[src/rtl/wdt_pkg.sv]
package wdt_pkg;
  localparam int TMO_W  = 6;
  localparam int DATA_W = 8;
  localparam int ADDR_W = 3;

  localparam logic [ADDR_W-1:0] A_RELOAD  = 3'd0;
  localparam logic [ADDR_W-1:0] A_TIMEOUT = 3'd1;
  localparam logic [ADDR_W-1:0] A_CTRL_LO = 3'd2;
  localparam logic [ADDR_W-1:0] A_CTRL_HI = 3'd3;
  localparam logic [ADDR_W-1:0] A_STAT1   = 3'd4;
  localparam logic [ADDR_W-1:0] A_STAT2   = 3'd5;
  localparam logic [ADDR_W-1:0] A_CFG     = 3'd6;

  localparam int HALT_BIT     = 3;
  localparam int NOREBOOT_BIT = 1;
  localparam int FIRST_BIT    = 3;
  localparam int SECOND_BIT   = 1;
  localparam int MASKED_BIT   = 0;

  localparam logic [TMO_W-1:0] TMO_MIN = 6'd4;

  // Codes below the minimum are rejected by the timeout register.
  function automatic logic tmo_legal(input logic [TMO_W-1:0] code);
    return code >= TMO_MIN;
  endfunction

  // True when the next tick would bring the count to zero.
  function automatic logic at_last_step(input logic [TMO_W-1:0] cnt);
    return cnt <= TMO_W'(1);
  endfunction
endpackage

[src/rtl/wdt_prescaler.sv]
module wdt_prescaler #(
  parameter int PRESCALE_CYC = 600
) (
  input  logic clk,
  input  logic rst_n,
  input  logic run,
  input  logic restart,
  output logic tick
);
  localparam int PW = (PRESCALE_CYC > 1) ? $clog2(PRESCALE_CYC) : 1;
  localparam logic [PW-1:0] LAST = PW'(PRESCALE_CYC - 1);

  logic [PW-1:0] pre_q;

  always_ff @(posedge clk) begin
    if (!rst_n)       pre_q <= '0;
    else if (restart) pre_q <= '0;
    else if (run)     pre_q <= (pre_q == LAST) ? '0 : pre_q + PW'(1);
  end

  assign tick = run && !restart && (pre_q == LAST);

  // a halted prescaler keeps its phase
  assert_pre_frozen_R6: assert property (@(posedge clk) disable iff (!rst_n)
    (!run && !restart) |=> $stable(pre_q));
  // reload restarts the prescaler phase
  assert_pre_restart_R4: assert property (@(posedge clk) disable iff (!rst_n)
    restart |=> (pre_q == '0));
endmodule

[src/rtl/wdt_counter.sv]
module wdt_counter
  import wdt_pkg::*;
#(
  parameter logic [TMO_W-1:0] DEF_TMO = 6'd8
) (
  input  logic             clk,
  input  logic             rst_n,
  input  logic             tick,
  input  logic             reload,
  input  logic [TMO_W-1:0] tmo,
  output logic [TMO_W-1:0] count,
  output logic             expire
);
  logic [TMO_W-1:0] cnt_q;

  assign expire = tick && !reload && at_last_step(cnt_q);

  always_ff @(posedge clk) begin
    if (!rst_n)      cnt_q <= DEF_TMO;
    else if (reload) cnt_q <= tmo;
    else if (expire) cnt_q <= tmo;
    else if (tick)   cnt_q <= cnt_q - TMO_W'(1);
  end

  assign count = cnt_q;

  // one step down per tick
  assert_step_R7: assert property (@(posedge clk) disable iff (!rst_n)
    (tick && !reload && cnt_q > TMO_W'(1)) |=> (cnt_q == $past(cnt_q) - TMO_W'(1)));
  // expiry reloads from the timeout
  assert_expire_reload_R8: assert property (@(posedge clk) disable iff (!rst_n)
    expire |=> (cnt_q == $past(tmo)));
  // reload strobe loads the timeout
  assert_reload_R4: assert property (@(posedge clk) disable iff (!rst_n)
    reload |=> (cnt_q == $past(tmo)));
  // no tick and no reload means the count holds
  assert_hold_R6: assert property (@(posedge clk) disable iff (!rst_n)
    (!tick && !reload) |=> $stable(cnt_q));
endmodule

[src/rtl/wdt_regs.sv]
module wdt_regs
  import wdt_pkg::*;
#(
  parameter logic [TMO_W-1:0] DEF_TMO = 6'd8
) (
  input  logic              clk,
  input  logic              rst_n,
  input  logic [ADDR_W-1:0] addr,
  input  logic [DATA_W-1:0] wdata,
  input  logic              wr_en,
  input  logic              rd_en,
  input  logic [TMO_W-1:0]  count,
  input  logic              expire,
  output logic [DATA_W-1:0] rd_data,
  output logic [TMO_W-1:0]  tmo,
  output logic              halt,
  output logic              reload_wr,
  output logic              irq,
  output logic              reboot_req
);
  logic [TMO_W-1:0]  tmo_q;
  logic [DATA_W-1:0] ctrl_lo_q, ctrl_hi_q;
  logic              noreboot_q, first_q, second_q, masked_q, irq_q, reboot_q;
  logic [DATA_W-1:0] rd_q, rd_mux;

  logic wr_tmo, wr_clo, wr_chi, wr_st1, wr_st2, wr_cfg;
  logic first_set, second_set, masked_set, reboot_set;
  logic first_clr, second_clr, masked_clr;

  assign reload_wr = wr_en && (addr == A_RELOAD);
  assign wr_tmo    = wr_en && (addr == A_TIMEOUT);
  assign wr_clo    = wr_en && (addr == A_CTRL_LO);
  assign wr_chi    = wr_en && (addr == A_CTRL_HI);
  assign wr_st1    = wr_en && (addr == A_STAT1);
  assign wr_st2    = wr_en && (addr == A_STAT2);
  assign wr_cfg    = wr_en && (addr == A_CFG);

  // Expiry classification: first one flags, a repeat escalates.
  assign first_set  = expire && !first_q;
  assign second_set = expire &&  first_q;
  assign masked_set = second_set &&  noreboot_q;
  assign reboot_set = second_set && !noreboot_q;

  assign first_clr  = wr_st1 && wdata[FIRST_BIT];
  assign second_clr = wr_st2 && wdata[SECOND_BIT];
  assign masked_clr = wr_st2 && wdata[MASKED_BIT];

  always_ff @(posedge clk) begin
    if (!rst_n) begin
      tmo_q      <= DEF_TMO;
      ctrl_lo_q  <= '0;
      ctrl_hi_q  <= DATA_W'(1) << HALT_BIT;
      noreboot_q <= 1'b1;
      first_q    <= 1'b0;
      second_q   <= 1'b0;
      masked_q   <= 1'b0;
      irq_q      <= 1'b0;
      reboot_q   <= 1'b0;
    end else begin
      if (wr_tmo && tmo_legal(wdata[TMO_W-1:0])) tmo_q <= wdata[TMO_W-1:0];
      if (wr_clo) ctrl_lo_q <= wdata;
      if (wr_chi) ctrl_hi_q <= wdata;
      if (wr_cfg) noreboot_q <= wdata[NOREBOOT_BIT];
      first_q  <= (first_q  && !first_clr)  || first_set;
      second_q <= (second_q && !second_clr) || second_set;
      masked_q <= (masked_q && !masked_clr) || masked_set;
      reboot_q <= (reboot_q && !second_clr) || reboot_set;
      irq_q    <= first_set;
    end
  end

  always_comb begin
    rd_mux = '0;
    case (addr)
      A_RELOAD:  rd_mux = {{(DATA_W-TMO_W){1'b0}}, count};
      A_TIMEOUT: rd_mux = {{(DATA_W-TMO_W){1'b0}}, tmo_q};
      A_CTRL_LO: rd_mux = ctrl_lo_q;
      A_CTRL_HI: rd_mux = ctrl_hi_q;
      A_STAT1:   rd_mux = DATA_W'(first_q) << FIRST_BIT;
      A_STAT2:   rd_mux = (DATA_W'(second_q) << SECOND_BIT) | (DATA_W'(masked_q) << MASKED_BIT);
      A_CFG:     rd_mux = DATA_W'(noreboot_q) << NOREBOOT_BIT;
      default:   rd_mux = '0;
    endcase
  end

  always_ff @(posedge clk) begin
    if (!rst_n)     rd_q <= '0;
    else if (rd_en) rd_q <= rd_mux;
  end

  assign rd_data    = rd_q;
  assign tmo        = tmo_q;
  assign halt       = ctrl_hi_q[HALT_BIT];
  assign irq        = irq_q;
  assign reboot_req = reboot_q;

  // illegal codes leave the timeout alone
  assert_tmo_reject_R3: assert property (@(posedge clk) disable iff (!rst_n)
    (wr_tmo && !tmo_legal(wdata[TMO_W-1:0])) |=> $stable(tmo_q));
  // reboot request never rises while masked
  assert_mask_reboot_R10: assert property (@(posedge clk) disable iff (!rst_n)
    $rose(reboot_q) |-> !$past(noreboot_q));
  // interrupt is a single-cycle pulse
  assert_irq_pulse_R8: assert property (@(posedge clk) disable iff (!rst_n)
    irq_q |=> !irq_q);
  // writing zero to a status bit keeps it set
  assert_w1c_zero_R11: assert property (@(posedge clk) disable iff (!rst_n)
    (wr_st1 && !wdata[FIRST_BIT] && first_q) |=> first_q);
  // read data moves only on a read strobe
  assert_rd_hold_R12: assert property (@(posedge clk) disable iff (!rst_n)
    !rd_en |=> $stable(rd_q));
endmodule

[src/rtl/wdt_regblock.sv]
module wdt_regblock
  import wdt_pkg::*;
#(
  parameter int               PRESCALE_CYC = 600,
  parameter logic [TMO_W-1:0] DEF_TMO      = 6'd8
) (
  input  logic              clk,
  input  logic              rst_n,
  input  logic [ADDR_W-1:0] addr,
  input  logic [DATA_W-1:0] wdata,
  input  logic              wr_en,
  input  logic              rd_en,
  output logic [DATA_W-1:0] rd_data,
  output logic              irq,
  output logic              reboot_req
);
  logic             tick, expire, halt, reload_wr;
  logic [TMO_W-1:0] tmo, count;

  wdt_prescaler #(.PRESCALE_CYC(PRESCALE_CYC)) u_pre (
    .clk(clk), .rst_n(rst_n), .run(!halt), .restart(reload_wr), .tick(tick)
  );

  wdt_counter #(.DEF_TMO(DEF_TMO)) u_cnt (
    .clk(clk), .rst_n(rst_n), .tick(tick), .reload(reload_wr),
    .tmo(tmo), .count(count), .expire(expire)
  );

  wdt_regs #(.DEF_TMO(DEF_TMO)) u_regs (
    .clk(clk), .rst_n(rst_n), .addr(addr), .wdata(wdata), .wr_en(wr_en),
    .rd_en(rd_en), .count(count), .expire(expire), .rd_data(rd_data),
    .tmo(tmo), .halt(halt), .reload_wr(reload_wr), .irq(irq),
    .reboot_req(reboot_req)
  );

  // a reboot request only rises on an expiry edge
  assert_reboot_on_expiry_R9: assert property (@(posedge clk) disable iff (!rst_n)
    $rose(reboot_req) |-> $past(expire));
  // no tick while halted
  assert_halt_no_tick_R6: assert property (@(posedge clk) disable iff (!rst_n)
    halt |-> !tick);
endmodule

[config.mk]
export PLATFORM = sky130hd
export DESIGN_NAME = wdt_regblock
export DESIGN_NICKNAME = d
export VERILOG_FILES = /design/src/rtl/wdt_pkg.sv /design/src/rtl/wdt_prescaler.sv /design/src/rtl/wdt_counter.sv /design/src/rtl/wdt_regs.sv /design/src/rtl/wdt_regblock.sv
export SDC_FILE = /design/constraint.sdc
export NUM_CORES = 1
export LEC_CHECK = 0
export BUFFER_PORTS_ARGS = -buffer_cell sky130_fd_sc_hd__buf_2
export CAP_MARGIN = 30
export CORE_MARGIN = 3
export CORE_UTILIZATION = 50
export CTS_BUF_LIST = sky130_fd_sc_hd__clkbuf_4 sky130_fd_sc_hd__clkbuf_8
export DETAILED_ROUTE_END_ITERATION = 8
export GPL_TIMING_DRIVEN = 0
export PLACE_DENSITY = 0.66
export SYNTH_ARGS = -nofsm -noshare
export SYNTH_HDL_FRONTEND = slang
export SYNTH_SLANG_ARGS = --single-unit
[constraint.sdc]
create_clock -name clk -period 2.4 [get_ports clk]
set_input_delay 0.48 -clock clk [delete_from_list [all_inputs] [get_ports clk]]
set_output_delay 0.48 -clock clk [all_outputs]
set_load 0.005 [all_outputs]
=== Word-level counts from Yosys, hierarchy flattened ===
Cells that the tools add are included.

* Flip-flop bits (word level): 52
* Input port bits: 15
* Output and inout port bits: 10
* Logic and storage cells: 67

* Add/subtract/negate cells: 2
* Magnitude comparators: 2
* Eq/ne operators: 7
* Mux-type cells: 5
* Bitwise gates (word level): 2
* Reduce and logical (&&, ||, !) cells: 37

{| class="wikitable"
|+ Operator list
! kind !! number
|-
| case mux 8 bit (7 select lines) || 1
|-
| logical AND 1 bit || 23
|-
| two-way mux 6 bit || 3
|-
| adder 10 x 1 -> 10 bit (second input constant) || 1
|-
| equality test 10 bit (second input constant) || 1
|-
| two-way mux 10 bit || 1
|-
| equality test 3 bit (second input constant) || 3
|-
| zero test 1 bit || 7
|-
| equality test 3 x 2 -> 1 bit (second input constant) || 2
|-
| >= comparator 6 x 3 -> 1 bit (second input constant) || 1
|-
| less-or-equal comparator 6 x 1 -> 1 bit (second input constant) || 1
|-
| subtractor 6 x 1 -> 6 bit (second input constant) || 1
|-
| logical OR 1 bit || 4
|-
| equality test 3 x 1 -> 1 bit (second input constant) || 1
|-
| zero test 3 bit || 1
|-
| nonzero test 3 bit || 1
|-
| OR 2 x 1 -> 2 bit || 1
|-
| OR reduction 2 bit || 1
|-
| inverter 1 bit || 1
|}

=== Longest topological paths before layout ===
* Depth after elaboration: 10
* Gate-level depth with buffers: 6

=== By module ===
Synthesis repeated with hierarchy kept, for this count alone.

* Cell total of the unflattened synthesis: 280
* Area, all modules: 2553.7 sq um

{| class="wikitable"
|+ By module, submodules not included
! module !! instances !! cells an instance !! area each (sq um)
|-
| wdt_regs || 1 || 184 || 1671.6
|-
| wdt_prescaler || 1 || 46 || 444.2
|-
| wdt_counter || 1 || 49 || 434.2
|-
| wdt_regblock || 1 || 1 || 3.8
|}

=== Worst setup path after synthesis ===
Ideal clock, no wire load.

* Kind: input to register
* From: in addr[2]
* To: reg u_cnt.cnt_q[5] (netlist: u_cnt.count[5])
* Library setup time: 0.122 ns
* Arrival: 1.808 ns
* Required time: 2.278 ns
* Path slack: 0.470 ns
* Stages: 6
* Path buffers: 2
* Cell sequence: clkbuf_1 > or4b_1 > clkbuf_1 > nand3_1 > a21oi_1 > a311o_1

* Word-level cells in the longest chain between the ends: 9

{| class="wikitable"
|+ Ends and longest elaborated chain
! item !! line !! text
|-
| start, declared || wdt_regblock.sv:9 || <nowiki>input logic [ADDR_W-1:0] addr,</nowiki>
|-
| zero test 3 bit * || wdt_regs.sv:30 || <nowiki>assign reload_wr = wr_en && (addr == A_RELOAD);</nowiki>
|-
| logical AND 1 bit * || wdt_regs.sv:30 ||
|-
| zero test 1 bit || wdt_prescaler.sv:21, wdt_counter.sv:16 ||
|-
| logical AND 1 bit (2 in a row) || wdt_prescaler.sv:21 || <nowiki>assign tick = run && !restart && (pre_q == LAST);</nowiki>
|-
| logical AND 1 bit (2 in a row) || wdt_counter.sv:16 || <nowiki>assign expire = tick && !reload && at_last_step(cnt_q);</nowiki>
|-
| two-way mux 6 bit || wdt_counter.sv:21 || <nowiki>else if (expire) cnt_q <= tmo;</nowiki>
|-
| two-way mux 6 bit || wdt_counter.sv:20 || <nowiki>else if (reload) cnt_q <= tmo;</nowiki>
|-
| end signal, assigned || wdt_counter.sv:20 ||
|-
| end signal, assigned || wdt_counter.sv:21 ||
|-
| end signal, assigned || wdt_counter.sv:22 || <nowiki>else if (tick) cnt_q <= cnt_q - TMO_W'(1);</nowiki>
|-
| end, declared || wdt_counter.sv:14 || <nowiki>logic [TMO_W-1:0] cnt_q;</nowiki>
|}

Mark *: on every way between the ends. The rest lies on a longest branch, timed or not.
A chain may end at the register's enable or synchronous reset.

=== Worst setup path in the final report ===
* From: reg u_pre.pre_q[4]
* To: reg u_cnt.cnt_q[3] (netlist: u_cnt.count[3])

* Word-level cells in the longest chain between the ends: 6

{| class="wikitable"
|+ Ends and longest elaborated chain
! item !! line !! text
|-
| start, declared || wdt_prescaler.sv:13 || <nowiki>logic [PW-1:0] pre_q;</nowiki>
|-
| start signal, assigned || wdt_prescaler.sv:18 || <nowiki>else if (run) pre_q <= (pre_q == LAST) ? '0 : pre_q + PW'(1);</nowiki>
|-
| equality test 10 bit * || wdt_prescaler.sv:21 ||
|-
| logical AND 1 bit * || wdt_prescaler.sv:21 ||
|-
| logical AND 1 bit (2 in a row) || wdt_counter.sv:16 ||
|-
| two-way mux 6 bit || wdt_counter.sv:21 ||
|-
| two-way mux 6 bit || wdt_counter.sv:20 ||
|}

Marked as above.

==> results by group <==
Synth
  – Synth Area in XOR/XNOR: 0.0307
  – Mapped Cells: 286
  – Warnings, synthesis: 0
  – Post-synthesis sequential area ratio: 0.406
  – Synthesized area: 2570 µm²
  – Flops & latches, synth: 52
  – Adder-Cell Fraction of Synth Area: 0.0146
  – Main combinational cell family by area after synthesis: simple AND/OR/NAND/NOR gates
  – Post-Syn Area per Cell: 8.97 µm²
  – Post-synth ARST share: 0
  – Synth unique cells: 54
  – Simple-Gate Fraction of Synth Area: 0.267
  – Top_reg_cell synth: dfxtp_1
  – Mux contribution to synthesized area: 0.110
  – Number of flops mapped to enable cells by yosys: 0
  – Net count after synthesis: 304
  – Compound-Gate Fraction of Synth Area: 0.136

Clocking
  – CTS Sinks: 52
  – CTS buffer count: 5
  – Clock tree root driver cell: clkbuf_8
  – CTS H-tree lvls: 2
  – Skew-Pair Late Insertion Delay: 310 ps
  – Clock transition at path regs: 90 ps
  – Post-CTS Setup Inserts: 0
  – Post-CTS sizing: 0
  – CTS tree: yes
  – CTS Hold Bufs: 0
  – Max Root-Sink Buffers: 2

Worst setup path
  – Crit path capture: u_cnt.count[3]$_SDFFE_PN1P_
  – FF-to-FF path depth: 5
  – Worst EP arrival: 2210 ps
  – Crit path launch type: flip-flop
  – FF-to-FF End: u_cnt.count[3]$_SDFFE_PN1P_
  – CP Max Fanout: 6
  – Reg2Reg Setup Slack: 430 ps
  – Reg-to-Reg Start: u_pre.pre_q[4]$_SDFFE_PP0N_
  – Data required, critical path: 2640 ps
  – CP startpoint: u_pre.pre_q[4]$_SDFFE_PP0N_
  – Setup crit end kind: flip-flop
  – Crit path kind: flip-flop to flip-flop

Floorplanning
  – Die Span Y: 77.6 µm
  – Die Width: 77.6 µm
  – Row cnt: 25
  – Die ar.: 6030 µm²
  – Initial Util: 0.529
  – IO Pins: 25
  – Core box area: 4850 µm²

Status
  – Status: completed

Timing
  – Fin. max-slew vios: 0
  – Fin Setup TNS: 0 ps
  – Relative slew slack: 0.517
  – Skew final: 6.55 ps
  – Final setup fails: 0
  – Slew @ Worst Pin: 722 ps
  – Worst setup margin: 428 ps
  – Final period util: 0.822
  – Final critical-path required period: 1970 ps
  – Setup repair after global routing missed its margin: no
  – Fmax: 507 MHz
  – Fin. Hold Viols: 0

Pwr
  – Switching share of power: 0.216
  – Peak supply drop: 0.000369 V
  – PD cells: 589 nW/µm²
  – Internal: 1.34 mW
  – Reg power frac: 0.518
  – Psw: 0.369 mW
  – Comb power frac: 0.079
  – Overall Power: 1.71 mW
  – Leakage: 1.04 nW
  – Power share of the clock group: 0.404

Detailed routing
  – Residual DRC count: 0
  – DR vias: 2,145
  – Iteration-0 DRC Markers: 133
  – Drt pass-1 iters: 4
  – DR vias/cell: 5.59
  – Remaining antenna violation count: 0
  – DR WL/cell: 14.9 µm
  – Total Wirelength: 5.73 mm

Cells and area
  – Layout cells sized above 1: 0.136
  – FILL cells: 432
  – Multi-input gate area: 1430 µm²
  – Register Area: 1040 µm²
  – # diodes: 0
  – Final #Nets: 335
  – Post-route design area: 2900 µm²
  – Area Growth Syn to Fin: 13.2%

Placed design
  – HPWL after DPL: 4.20 mm
  – Placed instance area: 2780 µm²
  – Port-buffer cells: 23
  – Gpl congestion: 0.820
  – Pre-CTS WS: 123 ps

GRT
  – Total GRT Usage: 0.201
  – Wire length of the first global-routing pass: 9.75 mm
  – Largest net degree at the start of global routing: 16
  – Vias in the first global route: 1,937
  – GRT met3 Usage: 0.0452
  – Busiest layer in global routing: met2
  – Overflow after GRT: 0
  – Met1 GRT Util: 0.296
  – Initial antenna violation count: 0
  – Met2 Track Usage GR: 0.298

Flow run
  – Max Cap Violations: 0

Hold path
  – Min-Delay Path Class: primary input to flip-flop
  – Hold Crit Depth: 3
## stage by stage
stage	hold slack (ps)	util	instances
floorplan	435	-	286
global placement	451	0.570	376
detailed placement	455	0.572	377
CTS	425	0.599	384
global route	421	0.599	384
finish	426	0.599	384
## cell usage after synthesis (4+ instances only)
cell	instances	area, µm²
mux2i_1	18	180
a22oi_1	4	30.0
o22ai_1	4	25.0
xor2_1	4	35.0
nand2_1	34	128
nand3_1	12	60.1
clkbuf_1	15	56.3
xnor2_1	5	43.8
nor2b_1	22	138
nand3b_1	4	30.0
o21ai_0	5	25.0
inv_1	7	26.3
nor2_1	16	60.1
dfxtp_1	52	1040
a21boi_0	8	60.1
a21oi_1	10	50.1
nor3_1	4	20.0
nand4_1	6	37.5
## per-layer routing
layer,vias to the layer above,part of all wire
met5,-,0
met4,0,0.0084
met3,5,0.055
met2,53,0.44
met1,1002,0.49
li1,1085,-
## worst min path at each step
stage / startpoint / endpoint
final: wdata[7] / u_regs.ctrl_hi_q[7]$_SDFFE_PN0P_
after global routing: wdata[6] / u_regs.ctrl_hi_q[6]$_SDFFE_PN0P_
after CTS: wdata[7] / u_regs.ctrl_hi_q[7]$_SDFFE_PN0P_
after detailed placement: u_regs.second_q$_SDFF_PN0_ / u_regs.second_q$_SDFF_PN0_
after global placement: u_regs.ctrl_hi_q[6]$_SDFFE_PN0P_ / u_regs.ctrl_hi_q[6]$_SDFFE_PN0P_
after floorplan: u_regs.second_q$_SDFF_PN0_ / u_regs.second_q$_SDFF_PN0_
## registers in the layout (all words and copies together) (netlist names)
| register | cells |
|---|---|
| u_regs.tmo | 6 |
| u_regs.rd_data | 8 |
| u_regs.noreboot_q | 1 |
| u_regs.reboot_req | 1 |
| u_regs.first_q | 1 |
| u_cnt.count | 6 |
| u_pre.pre_q | 10 |
| u_regs.second_q | 1 |
| u_regs.ctrl_hi_q | 8 |
| u_regs.ctrl_lo_q | 8 |
| u_regs.masked_q | 1 |
| u_regs.irq | 1 |
## cells by family after synthesis
family | after synthesis
xor+xnor | 9
fa+ha+maj | 3
mux | 24
compound gates | 49
simple gates | 124
buf+inv | 25
flops | 52
## critical path, stage by stage (launching register included)
cell	delay, ps
dfxtp_1	400
or3b_1	400
or3_1	340
buf_2	160
or4_1	510
nand4_1	90
## power groups by stage
stage,logic [mW],clock network [mW],registers [mW]
after floorplan,0.0859,0,0.903
after global placement,0.133,0,0.905
after detailed placement,0.134,0,0.905
after CTS,0.134,0.706,0.885
after global routing,0.150,0.737,0.887
final,0.134,0.690,0.885
## final cells by class
type,count,area share
Sequential cell,52,0.358
Inverter,7,0.00905
Buffer,18,0.0237
Clock inverter,2,0.0207
Multi-Input combinational cell,209,0.492
Tap cell,67,0.0289
Clock buffer,5,0.0237
Timing Repair Buffer,24,0.0431
## placed cells by master, fill, tap and decap left out, types with 2 or more instances in the layout
cell       netlist  layout
clkbuf_1        15      15
ha_1             3       3
buf_1            2       2
clkbuf_8         0       5
and2_1           2       2
inv_1            7       7
o21ai_0          5       5
nand3_1         12      12
and3_1           2       2
o31a_1           3       3
a21boi_0         8       8
mux2_2           3       3
nand4b_1         3       3
nand2_1         34      34
buf_2            1      24
o41ai_1          3       3
a22oi_1          4       4
nor2b_1         22      22
nor2_1          16      16
and3b_1          2       2
nand4_1          6       6
mux2i_1         18      18
a21oi_1         10      10
or4_1            3       3
nand3b_1         4       4
nor3_1           4       4
xor2_1           4       4
mux4_2           3       3
o22ai_1          4       4
nor4_1           3       3
bufinv_16        0       2
xnor2_1          5       5
dfxtp_1         52      52
No activity file was read; power rests on OpenSTA's default activity.
